--- src/rtl/irq_latch_pkg.sv ---
package irq_latch_pkg;
  localparam int unsigned NUM_SRC   = 4;
  localparam int unsigned NUM_EXT   = 3;
  localparam int unsigned SRC_LOCK  = 0;
  localparam int unsigned SRC_ULCK  = 1;
  localparam int unsigned SRC_MEAS  = 2;
  localparam int unsigned SRC_FORCE = 3;
  // group 0 fields occupy bits [G0_LSB +: G0_NUM], group 1 uses bit G1_BIT
  localparam int unsigned G0_LSB = 2;
  localparam int unsigned G0_NUM = 3;
  localparam int unsigned G1_BIT = 7;

  localparam logic [7:0] ADDR_CFG   = 8'h00;
  localparam logic [7:0] ADDR_STAT0 = 8'h10;
  localparam logic [7:0] ADDR_CLR0  = 8'h11;
  localparam logic [7:0] ADDR_MSKA0 = 8'h12;
  localparam logic [7:0] ADDR_MSKB0 = 8'h13;
  localparam logic [7:0] ADDR_STAT1 = 8'h18;
  localparam logic [7:0] ADDR_CLR1  = 8'h19;
  localparam logic [7:0] ADDR_MSKA1 = 8'h1A;
  localparam logic [7:0] ADDR_MSKB1 = 8'h1B;
  localparam logic [7:0] ADDR_STIM  = 8'h1C;

  typedef logic [NUM_SRC-1:0] src_vec_t;
endpackage

--- src/rtl/irq_edge_detect.sv ---
module irq_edge_detect #(
  parameter int unsigned NUM  = 3,
  parameter bit          EDGE = 1'b1
) (
  input  logic           clk_i,
  input  logic           rst_ni,
  input  logic [NUM-1:0] lvl_i,
  output logic [NUM-1:0] pulse_o
);
  generate
    if (EDGE) begin : g_edge
      logic [NUM-1:0] prev_q;
      always_ff @(posedge clk_i or negedge rst_ni) begin
        if (!rst_ni) prev_q <= '0;
        else         prev_q <= lvl_i;
      end
      assign pulse_o = lvl_i & ~prev_q;

      for (genvar i = 0; i < NUM; i++) begin : g_chk
        assert_single_pulse_R9 : assert property (@(posedge clk_i) disable iff (!rst_ni)
          pulse_o[i] |=> !pulse_o[i]);
      end
    end else begin : g_pass
      assign pulse_o = lvl_i;
    end
  endgenerate
endmodule

--- src/rtl/irq_reg_file.sv ---
module irq_reg_file
  import irq_latch_pkg::*;
#(
  parameter int unsigned AW = 8,
  parameter int unsigned DW = 8
) (
  input  logic          clk_i,
  input  logic          rst_ni,
  input  logic [AW-1:0] addr_i,
  input  logic [DW-1:0] wdata_i,
  input  logic          we_i,
  input  src_vec_t      status_i,
  output logic          keep_masked_o,
  output src_vec_t      mask_a_o,
  output src_vec_t      mask_b_o,
  output src_vec_t      clr_o,
  output logic          force_o,
  output logic [DW-1:0] rdata_o
);
  localparam int unsigned G1_IDX = NUM_SRC - 1;

  logic     keep_q;
  src_vec_t mask_a_q, mask_b_q;

  logic wr_cfg, wr_clr0, wr_clr1, wr_ma0, wr_mb0, wr_ma1, wr_mb1, wr_stim;

  always_comb begin
    wr_cfg  = we_i && (addr_i == AW'(ADDR_CFG));
    wr_clr0 = we_i && (addr_i == AW'(ADDR_CLR0));
    wr_clr1 = we_i && (addr_i == AW'(ADDR_CLR1));
    wr_ma0  = we_i && (addr_i == AW'(ADDR_MSKA0));
    wr_mb0  = we_i && (addr_i == AW'(ADDR_MSKB0));
    wr_ma1  = we_i && (addr_i == AW'(ADDR_MSKA1));
    wr_mb1  = we_i && (addr_i == AW'(ADDR_MSKB1));
    wr_stim = we_i && (addr_i == AW'(ADDR_STIM));
  end

  always_ff @(posedge clk_i or negedge rst_ni) begin
    if (!rst_ni) begin
      keep_q   <= 1'b0;
      mask_a_q <= '0;
      mask_b_q <= '0;
    end else begin
      if (wr_cfg) keep_q <= wdata_i[0];
      if (wr_ma0) mask_a_q[G0_NUM-1:0] <= wdata_i[G0_LSB +: G0_NUM];
      if (wr_mb0) mask_b_q[G0_NUM-1:0] <= wdata_i[G0_LSB +: G0_NUM];
      if (wr_ma1) mask_a_q[G1_IDX] <= wdata_i[G1_BIT];
      if (wr_mb1) mask_b_q[G1_IDX] <= wdata_i[G1_BIT];
    end
  end

  // clear and stimulus are strobes: present only in the write cycle
  always_comb begin
    clr_o[G0_NUM-1:0] = {G0_NUM{wr_clr0}} & wdata_i[G0_LSB +: G0_NUM];
    clr_o[G1_IDX]     = wr_clr1 & wdata_i[G1_BIT];
    force_o           = wr_stim & wdata_i[G1_BIT];
  end

  always_comb begin
    rdata_o = '0;
    case (addr_i)
      AW'(ADDR_CFG):   rdata_o[0] = keep_q;
      AW'(ADDR_STAT0): rdata_o[G0_LSB +: G0_NUM] = status_i[G0_NUM-1:0];
      AW'(ADDR_MSKA0): rdata_o[G0_LSB +: G0_NUM] = mask_a_q[G0_NUM-1:0];
      AW'(ADDR_MSKB0): rdata_o[G0_LSB +: G0_NUM] = mask_b_q[G0_NUM-1:0];
      AW'(ADDR_STAT1): rdata_o[G1_BIT] = status_i[G1_IDX];
      AW'(ADDR_MSKA1): rdata_o[G1_BIT] = mask_a_q[G1_IDX];
      AW'(ADDR_MSKB1): rdata_o[G1_BIT] = mask_b_q[G1_IDX];
      default:         rdata_o = '0;
    endcase
  end

  assign keep_masked_o = keep_q;
  assign mask_a_o      = mask_a_q;
  assign mask_b_o      = mask_b_q;

  assert_cfg_hold_R10 : assert property (@(posedge clk_i) disable iff (!rst_ni)
    !wr_cfg |=> $stable(keep_q));
endmodule

--- src/rtl/irq_status_core.sv ---
module irq_status_core
  import irq_latch_pkg::*;
(
  input  logic     clk_i,
  input  logic     rst_ni,
  input  src_vec_t evt_i,
  input  src_vec_t clr_i,
  input  logic     keep_masked_i,
  input  src_vec_t mask_a_i,
  input  src_vec_t mask_b_i,
  output src_vec_t status_o,
  output logic     irq_a_o,
  output logic     irq_b_o
);
  src_vec_t st_q;
  logic     irq_a_q, irq_b_q;

  generate
    for (genvar i = 0; i < NUM_SRC; i++) begin : g_src
      logic allow;
      assign allow = keep_masked_i | mask_a_i[i] | mask_b_i[i];

      always_ff @(posedge clk_i or negedge rst_ni) begin
        if (!rst_ni)                 st_q[i] <= 1'b0;
        else if (evt_i[i] && allow)  st_q[i] <= 1'b1;  // new event beats clear
        else if (clr_i[i])           st_q[i] <= 1'b0;
      end

      assert_sticky_R2 : assert property (@(posedge clk_i) disable iff (!rst_ni)
        st_q[i] && !clr_i[i] |=> st_q[i]);
      assert_gate_R3 : assert property (@(posedge clk_i) disable iff (!rst_ni)
        !keep_masked_i && !mask_a_i[i] && !mask_b_i[i] && !st_q[i] |=> !st_q[i]);
      assert_keep_R4 : assert property (@(posedge clk_i) disable iff (!rst_ni)
        keep_masked_i && evt_i[i] |=> st_q[i]);
      assert_race_R7 : assert property (@(posedge clk_i) disable iff (!rst_ni)
        evt_i[i] && clr_i[i] && (mask_a_i[i] || mask_b_i[i]) |=> st_q[i]);
    end
  endgenerate

  always_ff @(posedge clk_i or negedge rst_ni) begin
    if (!rst_ni) begin
      irq_a_q <= 1'b0;
      irq_b_q <= 1'b0;
    end else begin
      irq_a_q <= |(st_q & mask_a_i);
      irq_b_q <= |(st_q & mask_b_i);
    end
  end

  assign status_o = st_q;
  assign irq_a_o  = irq_a_q;
  assign irq_b_o  = irq_b_q;

  assert_pin_a_quiet_R5 : assert property (@(posedge clk_i) disable iff (!rst_ni)
    ((st_q & mask_a_i) == '0) |=> !irq_a_q);
  assert_pin_b_quiet_R5 : assert property (@(posedge clk_i) disable iff (!rst_ni)
    ((st_q & mask_b_i) == '0) |=> !irq_b_q);
  assert_pin_a_rise_R6 : assert property (@(posedge clk_i) disable iff (!rst_ni)
    ((st_q & mask_a_i) != '0) |=> irq_a_q);
  assert_pin_b_rise_R6 : assert property (@(posedge clk_i) disable iff (!rst_ni)
    ((st_q & mask_b_i) != '0) |=> irq_b_q);
endmodule

--- src/rtl/irq_latch_ctrl.sv ---
module irq_latch_ctrl
  import irq_latch_pkg::*;
#(
  parameter int unsigned AW      = 8,
  parameter int unsigned DW      = 8,
  parameter bit          EDGE_IN = 1'b1
) (
  input  logic          clk_i,
  input  logic          rst_ni,
  input  logic          meas_valid_i,
  input  logic          lock_i,
  input  logic          unlock_i,
  input  logic [AW-1:0] reg_addr_i,
  input  logic [DW-1:0] reg_wdata_i,
  input  logic          reg_we_i,
  output logic [DW-1:0] reg_rdata_o,
  output logic          irq_a_o,
  output logic          irq_b_o
);
  logic [NUM_EXT-1:0] ext_lvl, ext_pulse;
  src_vec_t evt, clr, mask_a, mask_b, status;
  logic     keep_masked, force_evt;

  always_comb begin
    ext_lvl           = '0;
    ext_lvl[SRC_LOCK] = lock_i;
    ext_lvl[SRC_ULCK] = unlock_i;
    ext_lvl[SRC_MEAS] = meas_valid_i;
  end

  irq_edge_detect #(.NUM(NUM_EXT), .EDGE(EDGE_IN)) u_edge (
    .clk_i   (clk_i),
    .rst_ni  (rst_ni),
    .lvl_i   (ext_lvl),
    .pulse_o (ext_pulse)
  );

  always_comb begin
    evt                = '0;
    evt[NUM_EXT-1:0]   = ext_pulse;
    evt[SRC_FORCE]     = force_evt;
  end

  irq_reg_file #(.AW(AW), .DW(DW)) u_regs (
    .clk_i         (clk_i),
    .rst_ni        (rst_ni),
    .addr_i        (reg_addr_i),
    .wdata_i       (reg_wdata_i),
    .we_i          (reg_we_i),
    .status_i      (status),
    .keep_masked_o (keep_masked),
    .mask_a_o      (mask_a),
    .mask_b_o      (mask_b),
    .clr_o         (clr),
    .force_o       (force_evt),
    .rdata_o       (reg_rdata_o)
  );

  irq_status_core u_core (
    .clk_i         (clk_i),
    .rst_ni        (rst_ni),
    .evt_i         (evt),
    .clr_i         (clr),
    .keep_masked_i (keep_masked),
    .mask_a_i      (mask_a),
    .mask_b_i      (mask_b),
    .status_o      (status),
    .irq_a_o       (irq_a_o),
    .irq_b_o       (irq_b_o)
  );

  assert_force_R8 : assert property (@(posedge clk_i) disable iff (!rst_ni)
    force_evt && (mask_a[SRC_FORCE] || mask_b[SRC_FORCE] || keep_masked) |=> status[SRC_FORCE]);
endmodule

--- config.mk ---
export PLATFORM = sky130hd
export DESIGN_NAME = irq_latch_ctrl
export DESIGN_NICKNAME = d
export VERILOG_FILES = /design/src/rtl/irq_latch_pkg.sv /design/src/rtl/irq_edge_detect.sv /design/src/rtl/irq_reg_file.sv /design/src/rtl/irq_status_core.sv /design/src/rtl/irq_latch_ctrl.sv
export SDC_FILE = /design/constraint.sdc
export NUM_CORES = 1
export LEC_CHECK = 0
export BUFFER_PORTS_ARGS = -buffer_cell sky130_fd_sc_hd__buf_2
export CAP_MARGIN = 5
export CORE_ASPECT_RATIO = 0.9
export CORE_MARGIN = 2
export CORE_UTILIZATION = 44
export DETAILED_ROUTE_END_ITERATION = 10
export GPL_TIMING_DRIVEN = 0
export PLACE_DENSITY_LB_ADDON = 0.08
export SYNTH_ARGS = -nofsm -noshare
export SYNTH_HDL_FRONTEND = slang
export SYNTH_HIERARCHICAL = 1
export SYNTH_SLANG_ARGS = --single-unit
--- constraint.sdc ---
create_clock -name clk_i -period 2.5 [get_ports clk_i]
set_input_delay 0.25 -clock clk_i [delete_from_list [all_inputs] [get_ports clk_i]]
set_output_delay 0.25 -clock clk_i [all_outputs]
set_load 0.02 [all_outputs]
==> run_results.csv <==
group,metric,value,unit
outcome,outcome,"finished, final reports clean",
clock_network,cts_root_buf,"clkbuf_4",
yosys,synth_area_per_cell,10.8,µm²
route,firstDrtPassIters,4,
power_and_ir_drop,pwr_density_cell,495,mW/mm²
timing,hold_ws,0.0641,ns
grt,grt_pass1_vias,759,
route,drc,0,
yosys,synth_top_cell_by_area,"dfrtp_1",
timing,drv_slew,0,
placement,dp_slack,0.582,ns
power_and_ir_drop,p_comb_share,15.9,%
die,coreArea,0.00216,mm²
clock_network,clock_latency,0.30,ns
setup_path,crit_arrival,1.50,ns
clock_network,cts.path.max_buffers,2,
power_and_ir_drop,switching_power,159,µW
clock_network,clk_pin_slew_worst_paths,0.10,ns
yosys,yosys.area_share.simple,22.7,%
finish,areaGrowthSynthToFinish,21.2,%
power_and_ir_drop,p_clk_share,30.3,%
placement,gp_congestion,0.851,
timing,setup_ws,0.750,ns
die,fp.dieW,54.3,µm
setup_path,worst-path-max-fanout,10,
clock_network,cts-resized-gates,0,
yosys,synth_top_family_by_area,"simple AND/OR/NAND/NOR gates",
yosys,syn_inst,93,
finish,diodes,0,
yosys,synth_top_area_share,44.9,%
timing,setup_tns,0,ns
setup_path,critical_path_class,"in2out",
yosys,synth-compound-area-share,11.0,%
job,drv_cap,0,
route,routedWlPerCell,14.5,µm
clock_network,cts_buffers,3,
route,dr.first_iter.drc_count,30,
setup_path,cp-end-kind,"output pin",
timing,setup_viol,0,
yosys,synth_seq_cells,18,
clock_network,cts_tree,"yes",
finish,n_fill_cell,187,
setup_path,cp_data_required_time,2.25,ns
die,ios,32,
placement,port_buffers,25,
die,rows,16,
placement,place_hpwl,1.61,mm
yosys,syn_area,0.00100,mm²
finish,layout_common_cells,"25 x buf_2, 18 x dfrtp_1, 10 x mux2_2",
grt,grt_first_pass_wirelength,3.55,mm
timing,fin_crit_sh,70.0,%
finish,drive_gt1_share,40.8,%
grt,antenna_found_initial,0,
grt,grt_max_degree,19,
power_and_ir_drop,p_int,443,µW
yosys,synth_fa_ha_area_share,0,%
power_and_ir_drop,ir_drop,0.000281,V
yosys,ys_seq_area_share,44.9,%
die,dieArea,0.00268,mm²
die,fp.dieH,49.3,µm
finish,layout_commonest_cell,"buf_2",
setup_path,start_kind,"primary input",
timing,fin_skew,0.000665,ns
yosys,synth_xor_xnor_area_share,0,%
timing,rsz0062_at_grt,"no",
min_path,hold_path.class,"in2reg",
timing,layout_min_cycle_time,1.75,ns
timing,clock.fmax,572,MHz
yosys,synth_mux_area_share,15.7,%
route,vias,806,
grt,track_usage,19.0,%
power_and_ir_drop,seq_power_share,53.8,%
finish,final_util,56.2,%
yosys,yosysWarnings,6,
finish,nets,148,
clock_network,post-cts-setup-buffers,0,
route,vias_per_cell,5.30,
clock_network,htreeDepth,1,
die,initial_core_util,46.4,%
timing,hold_violations,0,
yosys,synth_area_leaders,"dfrtp_1 45%, mux2_2 11%, a22oi_1 6.0%",
route,totalWireLength,2.21,mm
grt,gr-total-overflow,0,
yosys,ys_types,26,
route,antenna_left,0,
power_and_ir_drop,leakage,0.000637,µW
power_and_ir_drop,swShare,26.4,%
clock_network,cts.sinks,18,
-- layer usage --
metal	global-route usage (%)	routed length, µm	up-vias
li1	-	-	400
met1	26.0	1030	381
met2	27.5	1030	23
met3	6.75	131	2
met4	6.25	19	0
met5	0	0	-
-- through the flow --
stage | total power (µW) | area [µm²] | std cells
after CTS | 613 | 1210 | 152
final | 602 | 1210 | 152
after global placement | 422 | 1170 | 147
after global routing | 641 | 1210 | 152
after floorplan | 383 | 1010 | 95
after detailed placement | 424 | 1170 | 147
-- kinds of logic after synthesis --
group | Yosys count
compound gates | 16
buf+inv | 11
other cells | 1
mux | 13
simple gates | 34
flops | 18
-- what timing repair did --
item / CTS / global route
hold buffers: 1 / 0
endpoints found under the setup margin: 0 / 0
hold endpoints to repair: 18 / 0
-- registers in the layout (all words and copies together) (netlist names) --
register / cells
u_edge/g_edge.prev_q: 3
u_regs/mask_a_o: 4
u_core/irq_a_o: 1
u_core/status_o: 4
u_regs/mask_b_o: 4
u_core/irq_b_o: 1
u_regs/keep_masked_o: 1
-- final cells by class --
type / count / area (µm²) / share of cell area [%]
multi-input combinational: 66 / 507 / 41.7
sequential: 18 / 450 / 37.1
timing repair buffer: 26 / 135 / 11.1
clock buffer: 4 / 36.3 / 2.99
tap: 27 / 33.8 / 2.78
buffer: 5 / 30.0 / 2.47
inverter: 6 / 22.5 / 1.85
-- worst paths after layout --
path	end	depth (start not counted)	startpoint	slack (ns)
worst max-delay path	reg_rdata_o[3]	6	reg_addr_i[0]	0.75
worst min-delay path	u_edge/g_edge.prev_q[1]	1	unlock_i	0.06
worst max register to register	u_core/status_o[0]	2	u_regs/keep_masked_o	1.55
worst min register to register	u_core/status_o[2]	3	u_edge/g_edge.prev_q[2]	0.56
max in group asynchronous	u_core/status_o[0]	2	rst_ni	1.81
min in group asynchronous	u_edge/g_edge.prev_q[0]	2	rst_ni	0.40
-- synth_stat cells (all sizes together) --
master   n
a22oi    8
and3     3
and4     1
buf      3
clkbuf   2
conb     1
dfrtp   18
inv      6
mux2    13
nand2    3
nand2b   2
nand3    2
nand4    2
nor2     6
nor2b    4
nor3     4
nor4     1
nor4b    2
o21ai    4
o31ai    4
or3      1
or3b     1
or4      1
or4b     1
-- worst max-delay path: stages --
cell and delay (ns):
buf_2 0.08, clkbuf_1 0.37, mux2_2 0.39, a22oi_1 0.19, nor2_1 0.06, buf_2 0.15
-- power groups by stage --
stage	registers [µW]	logic, µW	clock network (µW)
detailed placement	329	94.4	0
global placement	329	93.4	0
floorplan	332	50.4	0
finish	324	95.5	183
global route	326	107	208
CTS	324	95.7	193
(Power assumes the default switching activity.)
